<file path="config.mk">
export PLATFORM = sky130hd
export DESIGN_NAME = irq_cascade_ctrl
export DESIGN_NICKNAME = d
export VERILOG_FILES = /design/src/rtl/irq_casc_pkg.sv /design/src/rtl/irq_prio_pick.sv /design/src/rtl/irq_stage.sv /design/src/rtl/irq_cascade_ctrl.sv
export SDC_FILE = /design/constraint.sdc
export NUM_CORES = 1
export LEC_CHECK = 0
export ABC_AREA = 1
export ABC_CLOCK_PERIOD_IN_PS = 1950
export BUFFER_PORTS_ARGS = -buffer_cell sky130_fd_sc_hd__buf_2
export CAP_MARGIN = 25
export CORE_MARGIN = 2
export CORE_UTILIZATION = 50
export CTS_BUF_LIST = sky130_fd_sc_hd__clkbuf_16
export DETAILED_ROUTE_END_ITERATION = 10
export PLACE_DENSITY = 0.76
export SLEW_MARGIN = 20
export SYNTH_ARGS = -nofsm -noshare
export SYNTH_HDL_FRONTEND = slang
export SYNTH_SLANG_ARGS = --single-unit
</file>
<file path="constraint.sdc">
create_clock -name clk -period 1.95 [get_ports clk]
set_clock_uncertainty 0.1 [all_clocks]
set_input_delay 0.585 -clock clk [delete_from_list [all_inputs] [get_ports clk]]
set_output_delay 0.585 -clock clk [all_outputs]
set_load 0.005 [all_outputs]
</file>
<file path="src/rtl/irq_casc_pkg.sv">
package irq_casc_pkg;
  localparam int STAGE_LINES  = 8;
  localparam int TOTAL_LINES  = 2 * STAGE_LINES;
  localparam int LINE_W       = $clog2(TOTAL_LINES);
  localparam int SLOT_W       = $clog2(STAGE_LINES);
  localparam int CASCADE_SLOT = 2;
  localparam int LEGACY_LINE  = 2;
  localparam int REMAP_LINE   = 9;
endpackage

</file>
<file path="src/rtl/irq_prio_pick.sv">
module irq_prio_pick #(
  parameter int N  = 8,
  parameter int IW = $clog2(N)
) (
  input  logic [N-1:0]  cand,
  output logic          any,
  output logic [IW-1:0] idx
);
  // lowest index wins
  always_comb begin
    any = 1'b0;
    idx = '0;
    for (int i = N - 1; i >= 0; i--) begin
      if (cand[i]) begin
        any = 1'b1;
        idx = IW'(i);
      end
    end
  end
endmodule

</file>
<file path="src/rtl/irq_stage.sv">
module irq_stage #(
  parameter int N        = 8,
  parameter int CAS_SLOT = -1,
  parameter int IW       = $clog2(N)
) (
  input  logic          clk,
  input  logic          rst_n,
  input  logic [N-1:0]  req,
  input  logic [N-1:0]  en,
  input  logic          grant,
  input  logic          eoi,
  input  logic [IW-1:0] eoi_idx,
  output logic          stage_int,
  output logic [IW-1:0] win_idx,
  output logic [N-1:0]  isr_q
);
  logic [N-1:0] prev_q, pend_q, pend_eff, rise, blocked, eligible;

  assign rise = req & ~prev_q;

  // the cascade slot follows the lower stage's level instead of a latch
  always_comb begin
    for (int i = 0; i < N; i++) begin
      if (i == CAS_SLOT) pend_eff[i] = req[i] & en[i];
      else               pend_eff[i] = pend_q[i] & en[i];
    end
  end

  always_comb begin
    blocked = '0;
    for (int i = 0; i < N; i++) begin
      for (int j = 0; j < N; j++) begin
        if (j < i && isr_q[j]) blocked[i] = 1'b1;
      end
      if (i != CAS_SLOT && isr_q[i]) blocked[i] = 1'b1;
    end
  end

  assign eligible = pend_eff & ~blocked;

  irq_prio_pick #(.N(N), .IW(IW)) u_pick (
    .cand (eligible),
    .any  (stage_int),
    .idx  (win_idx)
  );

  always_ff @(posedge clk or negedge rst_n) begin
    if (!rst_n) begin
      prev_q <= '0;
      pend_q <= '0;
      isr_q  <= '0;
    end else begin
      prev_q <= req;
      for (int i = 0; i < N; i++) begin
        pend_q[i] <= rise[i] | (pend_q[i] & ~(grant && stage_int && win_idx == IW'(i)));
        isr_q[i]  <= (grant && stage_int && win_idx == IW'(i)) |
                     (isr_q[i] & ~(eoi && eoi_idx == IW'(i)));
      end
    end
  end

  // an accepted grant leaves the winner in service
  a_r5_grant_sets_isr: assert property (@(posedge clk) disable iff (!rst_n)
    (grant && stage_int && !eoi) |=> isr_q[$past(win_idx)]);

  // a stage only requests with something pending and enabled
  a_r2_int_has_pending: assert property (@(posedge clk) disable iff (!rst_n)
    stage_int |-> (pend_eff != '0));
endmodule

</file>
<file path="src/rtl/irq_cascade_ctrl.sv">
module irq_cascade_ctrl
  import irq_casc_pkg::*;
#(
  parameter int            VEC_W    = 8,
  parameter logic [7:0]    VEC_BASE = 8'h20
) (
  input  logic                   clk,
  input  logic                   rst_n,
  input  logic [TOTAL_LINES-1:0] irq_req,
  input  logic [TOTAL_LINES-1:0] irq_en,
  output logic                   int_o,
  input  logic                   int_ack,
  output logic                   vec_valid,
  output logic [VEC_W-1:0]       vec_data,
  input  logic                   eoi,
  input  logic [LINE_W-1:0]      eoi_line
);
  localparam int SEC_REMAP = REMAP_LINE - STAGE_LINES;

  logic [STAGE_LINES-1:0] sec_req, sec_en, pri_req, pri_en, sec_isr, pri_isr;
  logic [STAGE_LINES-1:0] sec_left;
  logic                   sec_int, pri_int, ack_q, take;
  logic [SLOT_W-1:0]      sec_win, pri_win, sec_eoi_idx, pri_eoi_idx;
  logic [LINE_W-1:0]      line_sel, eoi_eff;
  logic                   sec_eoi, pri_eoi, pri_unused;

  // fold legacy line requests into the remapped secondary slot
  always_comb begin
    sec_req = irq_req[TOTAL_LINES-1:STAGE_LINES];
    sec_req[SEC_REMAP] = irq_req[REMAP_LINE] | (irq_req[LEGACY_LINE] & irq_en[LEGACY_LINE]);
    sec_en  = irq_en[TOTAL_LINES-1:STAGE_LINES];
    pri_req = irq_req[STAGE_LINES-1:0];
    pri_req[CASCADE_SLOT] = sec_int;
    pri_en  = irq_en[STAGE_LINES-1:0];
    pri_en[CASCADE_SLOT] = 1'b1;
  end

  assign take = int_ack & ~ack_q & pri_int;

  assign eoi_eff     = (eoi_line == LINE_W'(LEGACY_LINE)) ? LINE_W'(REMAP_LINE) : eoi_line;
  assign sec_eoi     = eoi & eoi_eff[LINE_W-1];
  assign sec_eoi_idx = eoi_eff[SLOT_W-1:0];
  assign sec_left    = sec_isr & ~(STAGE_LINES'(1) << sec_eoi_idx);
  assign pri_eoi     = eoi & (~eoi_eff[LINE_W-1] | (sec_left == '0));
  assign pri_eoi_idx = eoi_eff[LINE_W-1] ? SLOT_W'(CASCADE_SLOT) : eoi_eff[SLOT_W-1:0];
  assign pri_unused  = ^pri_isr;

  irq_stage #(.N(STAGE_LINES), .CAS_SLOT(-1)) u_sec (
    .clk(clk), .rst_n(rst_n), .req(sec_req), .en(sec_en),
    .grant(take && pri_win == SLOT_W'(CASCADE_SLOT)),
    .eoi(sec_eoi), .eoi_idx(sec_eoi_idx),
    .stage_int(sec_int), .win_idx(sec_win), .isr_q(sec_isr)
  );

  irq_stage #(.N(STAGE_LINES), .CAS_SLOT(CASCADE_SLOT)) u_pri (
    .clk(clk), .rst_n(rst_n), .req(pri_req), .en(pri_en),
    .grant(take), .eoi(pri_eoi), .eoi_idx(pri_eoi_idx),
    .stage_int(pri_int), .win_idx(pri_win), .isr_q(pri_isr)
  );

  assign int_o = pri_int;

  assign line_sel = (pri_win == SLOT_W'(CASCADE_SLOT)) ? {1'b1, sec_win} : {1'b0, pri_win};

  always_ff @(posedge clk or negedge rst_n) begin
    if (!rst_n) begin
      ack_q     <= 1'b0;
      vec_valid <= 1'b0;
      vec_data  <= '0;
    end else begin
      ack_q     <= int_ack;
      vec_valid <= take;
      if (take) vec_data <= VEC_W'(VEC_BASE) + VEC_W'(line_sel);
    end
  end

  // vector lasts a single cycle
  a_r5_vec_single: assert property (@(posedge clk) disable iff (!rst_n)
    vec_valid |=> !vec_valid);
  // a vector only follows an acknowledge with the interrupt raised
  a_r6_vec_after_ack: assert property (@(posedge clk) disable iff (!rst_n)
    vec_valid |-> ($past(int_ack) && $past(int_o)));
  // line 2 never appears in a vector
  a_r4_no_legacy_vec: assert property (@(posedge clk) disable iff (!rst_n)
    vec_valid |-> (vec_data != VEC_W'(VEC_BASE) + VEC_W'(LEGACY_LINE)));
  // the primary cascade slot stays in service while any secondary line is
  a_r8_slot_held: assert property (@(posedge clk) disable iff (!rst_n)
    (sec_isr != '0) |-> (pri_isr[CASCADE_SLOT] || pri_unused || !pri_unused) && pri_isr[CASCADE_SLOT]);
endmodule

</file>
# Word level (Yosys, flattened, before mapping)
# Index checks and enable logic that the tools add are counted.
[classes]
add_sub_neg = 1
n_eq_ne = 29
shift = 1
n_mux = 51
bitwise = 130
n_reduce_logical = 40
[ops]
columns = ["op", "count"]
rows = [
  ["1-bit AND", 52],
  ["3-bit 2-to-1 mux", 17],
  ["3-bit == test, second input constant", 16],
  ["8-bit AND", 5],
  ["8-bit NOT", 5],
  ["1-bit logical AND", 35],
  ["1-bit NOT", 34],
  ["1-bit OR", 34],
  ["1-bit 2-to-1 mux", 32],
  ["3-bit by 2-bit == test with 1-bit output, second input constant", 8],
  ["3-bit by 1-bit == test with 1-bit output, second input constant", 4],
  ["3-bit logical NOT", 4],
  ["8-bit logical NOT", 1],
  ["4-bit 2-to-1 mux", 2],
  ["1-bit by 3-bit left shift with 8-bit output, first input constant", 1],
  ["6-bit by 4-bit adder with 7-bit output, first input constant", 1],
  ["4-bit by 2-bit == test with 1-bit output, second input constant", 1],
]
[totals]
ff_bits = 58
inputBits = 40
out_inout_bits = 10
wordCells = 261

# Longest topological paths before layout
[depth]
word_depth = 34
ltp_mapped = 15
depth_no_buf = 15

# Hierarchy
# From an unflattened synthesis, not the netlist that was laid out.
[unflattened]
hier_cells = 350
area_unflattened_um2 = 2637.5
[by_module_without_submodules]
columns = ["mod", "instances", "cells_per_inst", "area_each_um2", "seq_area_each_um2"]
rows = [
  ["irq_stage (u_sec)", 1, 123, 1023.5, 600.6],
  ["irq_stage (u_pri)", 1, 110, 923.4, 550.5],
  ["irq_cascade_ctrl", 1, 73, 493.0, 175.2],
  ["irq_prio_pick", 2, 22, 98.8, 0.0],
]

# Worst setup path after synthesis
# Ideal clock, no wire load.
[synth_timing]
path_type = "input to register"
startpoint = "in eoi_line[2]"
endpoint = "reg u_pri.isr_q[0]"
setup_ns = 0.117
arrival_ns = 1.744
t_required_ns = 1.733
setup_slack_ns = -0.011
cell_stages = 13
n_path_buf = 1
cell_sequence = "buf_2 nor2_1 nand2_1 nand2_1 inv_1 nor2_1 nand2_1 nand2_1 nand3_1 o21ai_0 nand3_1 nand2_1 nand2_1"
[synth_via]
elab_chain_cells = 12
word_cells_on_any_way = 15
classes_between = "1 x eq/ne; 1 x shift; 2 x mux; 8 x bitwise; 3 x reduce/logical"
[synth_lines]
columns = ["item", "line", "source"]
rows = [
  ["start: declaration", "irq_cascade_ctrl.sv:16", "input logic [LINE_W-1:0] eoi_line"],
  ["4-bit by 2-bit == test with 1-bit output", "irq_cascade_ctrl.sv:40", "assign eoi_eff = (eoi_line == LINE_W'(LEGACY_LINE)) ? LINE_W'(REMAP_LINE) : eoi_line;"],
  ["4-bit 2-to-1 mux *", "irq_cascade_ctrl.sv:40", ""],
  ["1-bit by 3-bit left shift with 8-bit output", "irq_cascade_ctrl.sv:43", "assign sec_left = sec_isr & ~(STAGE_LINES'(1) << sec_eoi_idx);"],
  ["8-bit NOT", "irq_cascade_ctrl.sv:43", ""],
  ["8-bit AND", "irq_cascade_ctrl.sv:43", ""],
  ["8-bit logical NOT", "irq_cascade_ctrl.sv:44", "assign pri_eoi = eoi & (~eoi_eff[LINE_W-1] | (sec_left == '0));"],
  ["1-bit OR", "irq_cascade_ctrl.sv:44", ""],
  ["1-bit AND", "irq_cascade_ctrl.sv:44", ""],
  ["1-bit logical AND *", "irq_stage.sv:57", "(isr_q[i] & ~(eoi && eoi_idx == IW'(i)));"],
  ["1-bit NOT *", "irq_stage.sv:57", ""],
  ["1-bit AND *", "irq_stage.sv:57", ""],
  ["1-bit OR *", "irq_stage.sv:56", "isr_q[i] <= (grant && stage_int && win_idx == IW'(i)) |"],
  ["end signal: indexed assignment", "irq_stage.sv:56", ""],
  ["end: declaration", "irq_stage.sv:15", "output logic [N-1:0] isr_q"],
]
# Mark *: on every way between the ends. The rest lies on a longest branch, timed or not.
# A chain may end at the register's enable or synchronous reset.

# Worst setup path after layout
[layout_timing]
startpoint = "reg u_sec.isr_q[0]"
endpoint = "out int_o"
[layout_via]
elab_chain_cells = 22
[layout_lines]
columns = ["item", "line", "source"]
rows = [
  ["start: declaration", "irq_stage.sv:15", ""],
  ["start signal: indexed assignment", "irq_stage.sv:56", ""],
  ["1-bit 2-to-1 mux *", "irq_stage.sv:33, irq_stage.sv:35", ""],
  ["1-bit 2-to-1 mux (6 in series)", "irq_stage.sv:33, irq_stage.sv:35", ""],
  ["1-bit 2-to-1 mux", "irq_stage.sv:35", "if (i != CAS_SLOT && isr_q[i]) blocked[i] = 1'b1;"],
  ["8-bit NOT *", "irq_stage.sv:39", "assign eligible = pend_eff & ~blocked;"],
  ["8-bit AND *", "irq_stage.sv:39", ""],
  ["1-bit 2-to-1 mux (7 in series)", "irq_prio_pick.sv:14", "if (cand[i]) begin"],
  ["1-bit 2-to-1 mux *", "irq_prio_pick.sv:14", ""],
  ["8-bit AND *", "irq_stage.sv:39", ""],
  ["1-bit 2-to-1 mux * (3 in series)", "irq_prio_pick.sv:14", ""],
  ["end: declaration", "irq_cascade_ctrl.sv:11", "output logic int_o,"],
]
# Marked as above.

==> results.tsv <==
stage	metric	value	unit
outcome	status	complete, but fails checks	
outcome	failing checks	setup timing	
setup_path	setup slack, reg-to-reg	-0.43	ns
setup_path	crit path from	u_sec.isr_q[0]$_DFF_PN0_	
finish	# nets final	486	
sta	final hold violation count	0	
synth	Mapped Avg Cell Area	8.107	um2
synth	Netlist Area Pre-Place	2708	um2
power_and_ir_drop	leakage	2.078	nW
finish	layout cells sized above 1	41.93	%
floorplanning	I/O pin count	50	
sta	Slew Limit Fails	0	
clock_network	clock root buffer	clkbuf_16	
routing	DRC viols	0	
placement	dpl cells	482	
sta	# setup viols final	37	
sta	Final min period	2.404	ns
sta	RSZ-0062 raised after global routing	true	
finish	Area Growth Syn to Fin	48.20	%
clock_network	depth of the CTS H-tree	2	
setup_path	CP Capture Point	int_o	
global_route	GR Util All Layers	26.60	%
placement	hpwl dp	4386	um
setup_path	R2R depth	16	
routing	initial DRC count	385	
power_and_ir_drop	PwrDens	1510	nW/um2
floorplanning	Core Footprint	5172	um2
floorplanning	initial core utilization	52.35	%
clock_network	Clock transition at path regs	0.07	ns
synth	Synth Instances	334	
synth	#FFs+latches synth	53	
global_route	pin count of the biggest net entering global routing	54	
clock_network	TritonCTS Buffers	5	
setup_path	Crit Path Category	reg -> out	
sta	post-route setup slack	-0.4538	ns
placement	Routability Congestion	0.9209	
routing	number of antenna-violating nets in the routed design	0	
power_and_ir_drop	Max VDD drop	0.9072	mV
finish	post-layout util	77.58	%
global_route	grt ovf	0	
finish	commonest non-fill, non-tap cell in the layout	nand2_1	
floorplanning	die area	6019	um2
synth	synth unique cells	29	
setup_path	FF-to-FF Start	u_sec.isr_q[0]$_DFF_PN0_	
floorplanning	row count	26	
clock_network	Longest Clk Path Bufs	2	
setup_path	Reg2Reg Capture Point	u_sec.pend_q[3]$_DFF_PN0_	
hold_path	min-delay worst type	in -> async	
sta	Max Clk Rate	416.0	MHz
clock_network	TritonCTS clock tree	built	
global_route	first-pass GRT wire length	12540	um
synth	Synth warnings	0	
setup_path	CP endpoint kind	primary output	
global_route	vias in the first global route	2780	
setup_path	Critical Path Start Type	flip-flop	
setup_path	critical path required time	1.26	ns
finish	Post-Layout Cell Count	516	
placement	Port Buffers	46	
floorplanning	Die Y	77.59	um
setup_path	Max FO, Critical Path	3	
finish	n_diodes	0	
run	Max-Cap Viols	0	
clock_network	clk_lat worst skew	0.29	ns
routing	final WL	9379	um
finish	commonest non-fill, non-tap cells in the layout	75 x nand2_1, 53 x dfrtp_1, 51 x inv_1	
routing	WL per Instance	18.18	um
routing	vias per inst	5.909	
synth	Seq/Total Area, Yosys	48.98	%
clock_network	clk sink count	53	
routing	First-pass DRT Iterations	7	
routing	DR vias	3049	
sta	final cycle utilization of the critical path	123.3	%
global_route	initial antenna violation count	0	
setup_path	WP data arrival	1.72	ns
floorplanning	Die Wd	77.59	um
## power by group
| part | switching, W | total, W | internal (W) | leakage [nW] |
|---|---|---|---|---|
| Combinational | 0.00208 | 0.00376 | 0.00167 | 1.40 |
| Clock | 0.000378 | 0.000838 | 0.000460 | 0.0685 |
| Sequential | 0.000158 | 0.00146 | 0.00131 | 0.606 |
| Total | 0.00262 | 0.00606 | 0.00344 | 2.08 |
## repair_timing
item	4_1_cts	5_1_grt
endpoints found under the setup margin	32	37
gates cloned	2	0
buffers inserted	17	11
pin swaps	27	42
resized for setup	58	44
endpoints found under the hold margin	0	0
hold buffers	0	0
## cells by family after synthesis
kind of cell | Yosys count | share of synthesized area (%)
AOI/OAI and AO/OA | 48 | 11.46
buffers and inverters | 59 | 8.918
DFF | 53 | 48.98
other | 1 | 0.1385
and+or+nand+nor | 173 | 30.50
## flip-flops by register name, summed over array words and instances, names as in the netlist
| signal | cells |
|---|---|
| u_pri.isr_q | 8 |
| u_sec.isr_q | 8 |
| u_sec.pend_q | 8 |
| u_sec.prev_q | 8 |
| u_pri.pend_q | 7 |
| u_pri.prev_q | 7 |
| vec_data | 5 |
| ack_q | 1 |
| vec_valid | 1 |
## layout make-up
cell class	instances	area [um2]
Multi-Input combinational cell	226	1454
Sequential cell	53	1326
Fill cell	290	1160
Timing Repair Buffer	106	804.5
Inverter	54	207.7
Clock buffer	5	125.1
Tap cell	70	87.58
Clock inverter	2	7.507
## cell usage after synthesis, drive strengths merged
master / count / area share, %
inv: 54 / 7.5
conb: 1 / 0.14
nand4: 9 / 3.2
o21ai: 29 / 6.5
buf: 5 / 1.4
nand2: 102 / 15
nor3: 1 / 0.37
a21o: 1 / 0.28
or2: 1 / 0.23
nand3: 26 / 5.8
o31ai: 1 / 0.28
nor2: 30 / 5.2
a21oi: 9 / 2.2
nand3b: 4 / 1.1
dfrtp: 53 / 49
o21bai: 8 / 2.2
## metal layers
layer / routed length, um / GRT usage, % / up-vias
met3: 846 / 5.349 / 77
met1: 3535 / 32.41 / 1438
li1: - / - / 1280
met2: 4339 / 44.48 / 254
met4: 658 / 13.93 / 0
met5: 0 / 0 / -
## critical path: stages, from the launching register on
cell	delay (ns)
dfrtp_1	0.40
nor2_4	0.22
buf_6	0.13
nand4_1	0.12
nand2_2	0.17
nor2_4	0.06
nand3_4	0.09
nand2_4	0.07
nand3_4	0.07
buf_6	0.09
## through the flow
| stage | total power (W) | setup slack (ns) | setup TNS, ns | instance area, um2 | hold slack [ns] |
|---|---|---|---|---|---|
| after detailed placement | 0.003398 | -0.3234 | -6.055 | 3269 | 0.3114 |
| after CTS | 0.005211 | -0.3950 | -8.146 | 3772 | 0.1928 |
| final | 0.006059 | -0.4538 | -11.92 | 4013 | 0.1750 |
| after global placement | 0.003335 | -0.2895 | -4.660 | 3269 | 0.3039 |
| after floorplan | 0.002704 | 0.02906 | 0 | 2715 | 0.1894 |
| after global routing | 0.006293 | -0.5156 | -14.71 | 4013 | 0.1921 |
## worst min path at each step
stage	startpoint	endpoint	slack, ns	cells past startpoint
floorplan	rst_n	ack_q$_DFF_PN0_	0.19	0
global placement	u_pri.prev_q[1]$_DFF_PN0_	u_pri.pend_q[1]$_DFF_PN0_	0.30	1
detailed placement	u_pri.prev_q[3]$_DFF_PN0_	u_pri.pend_q[3]$_DFF_PN0_	0.31	1
CTS	rst_n	u_sec.prev_q[2]$_DFF_PN0_	0.19	2
global route	rst_n	u_sec.pend_q[3]$_DFF_PN0_	0.19	2
finish	rst_n	u_sec.pend_q[4]$_DFF_PN0_	0.18	2
Power figures use the tool's default switching activity.
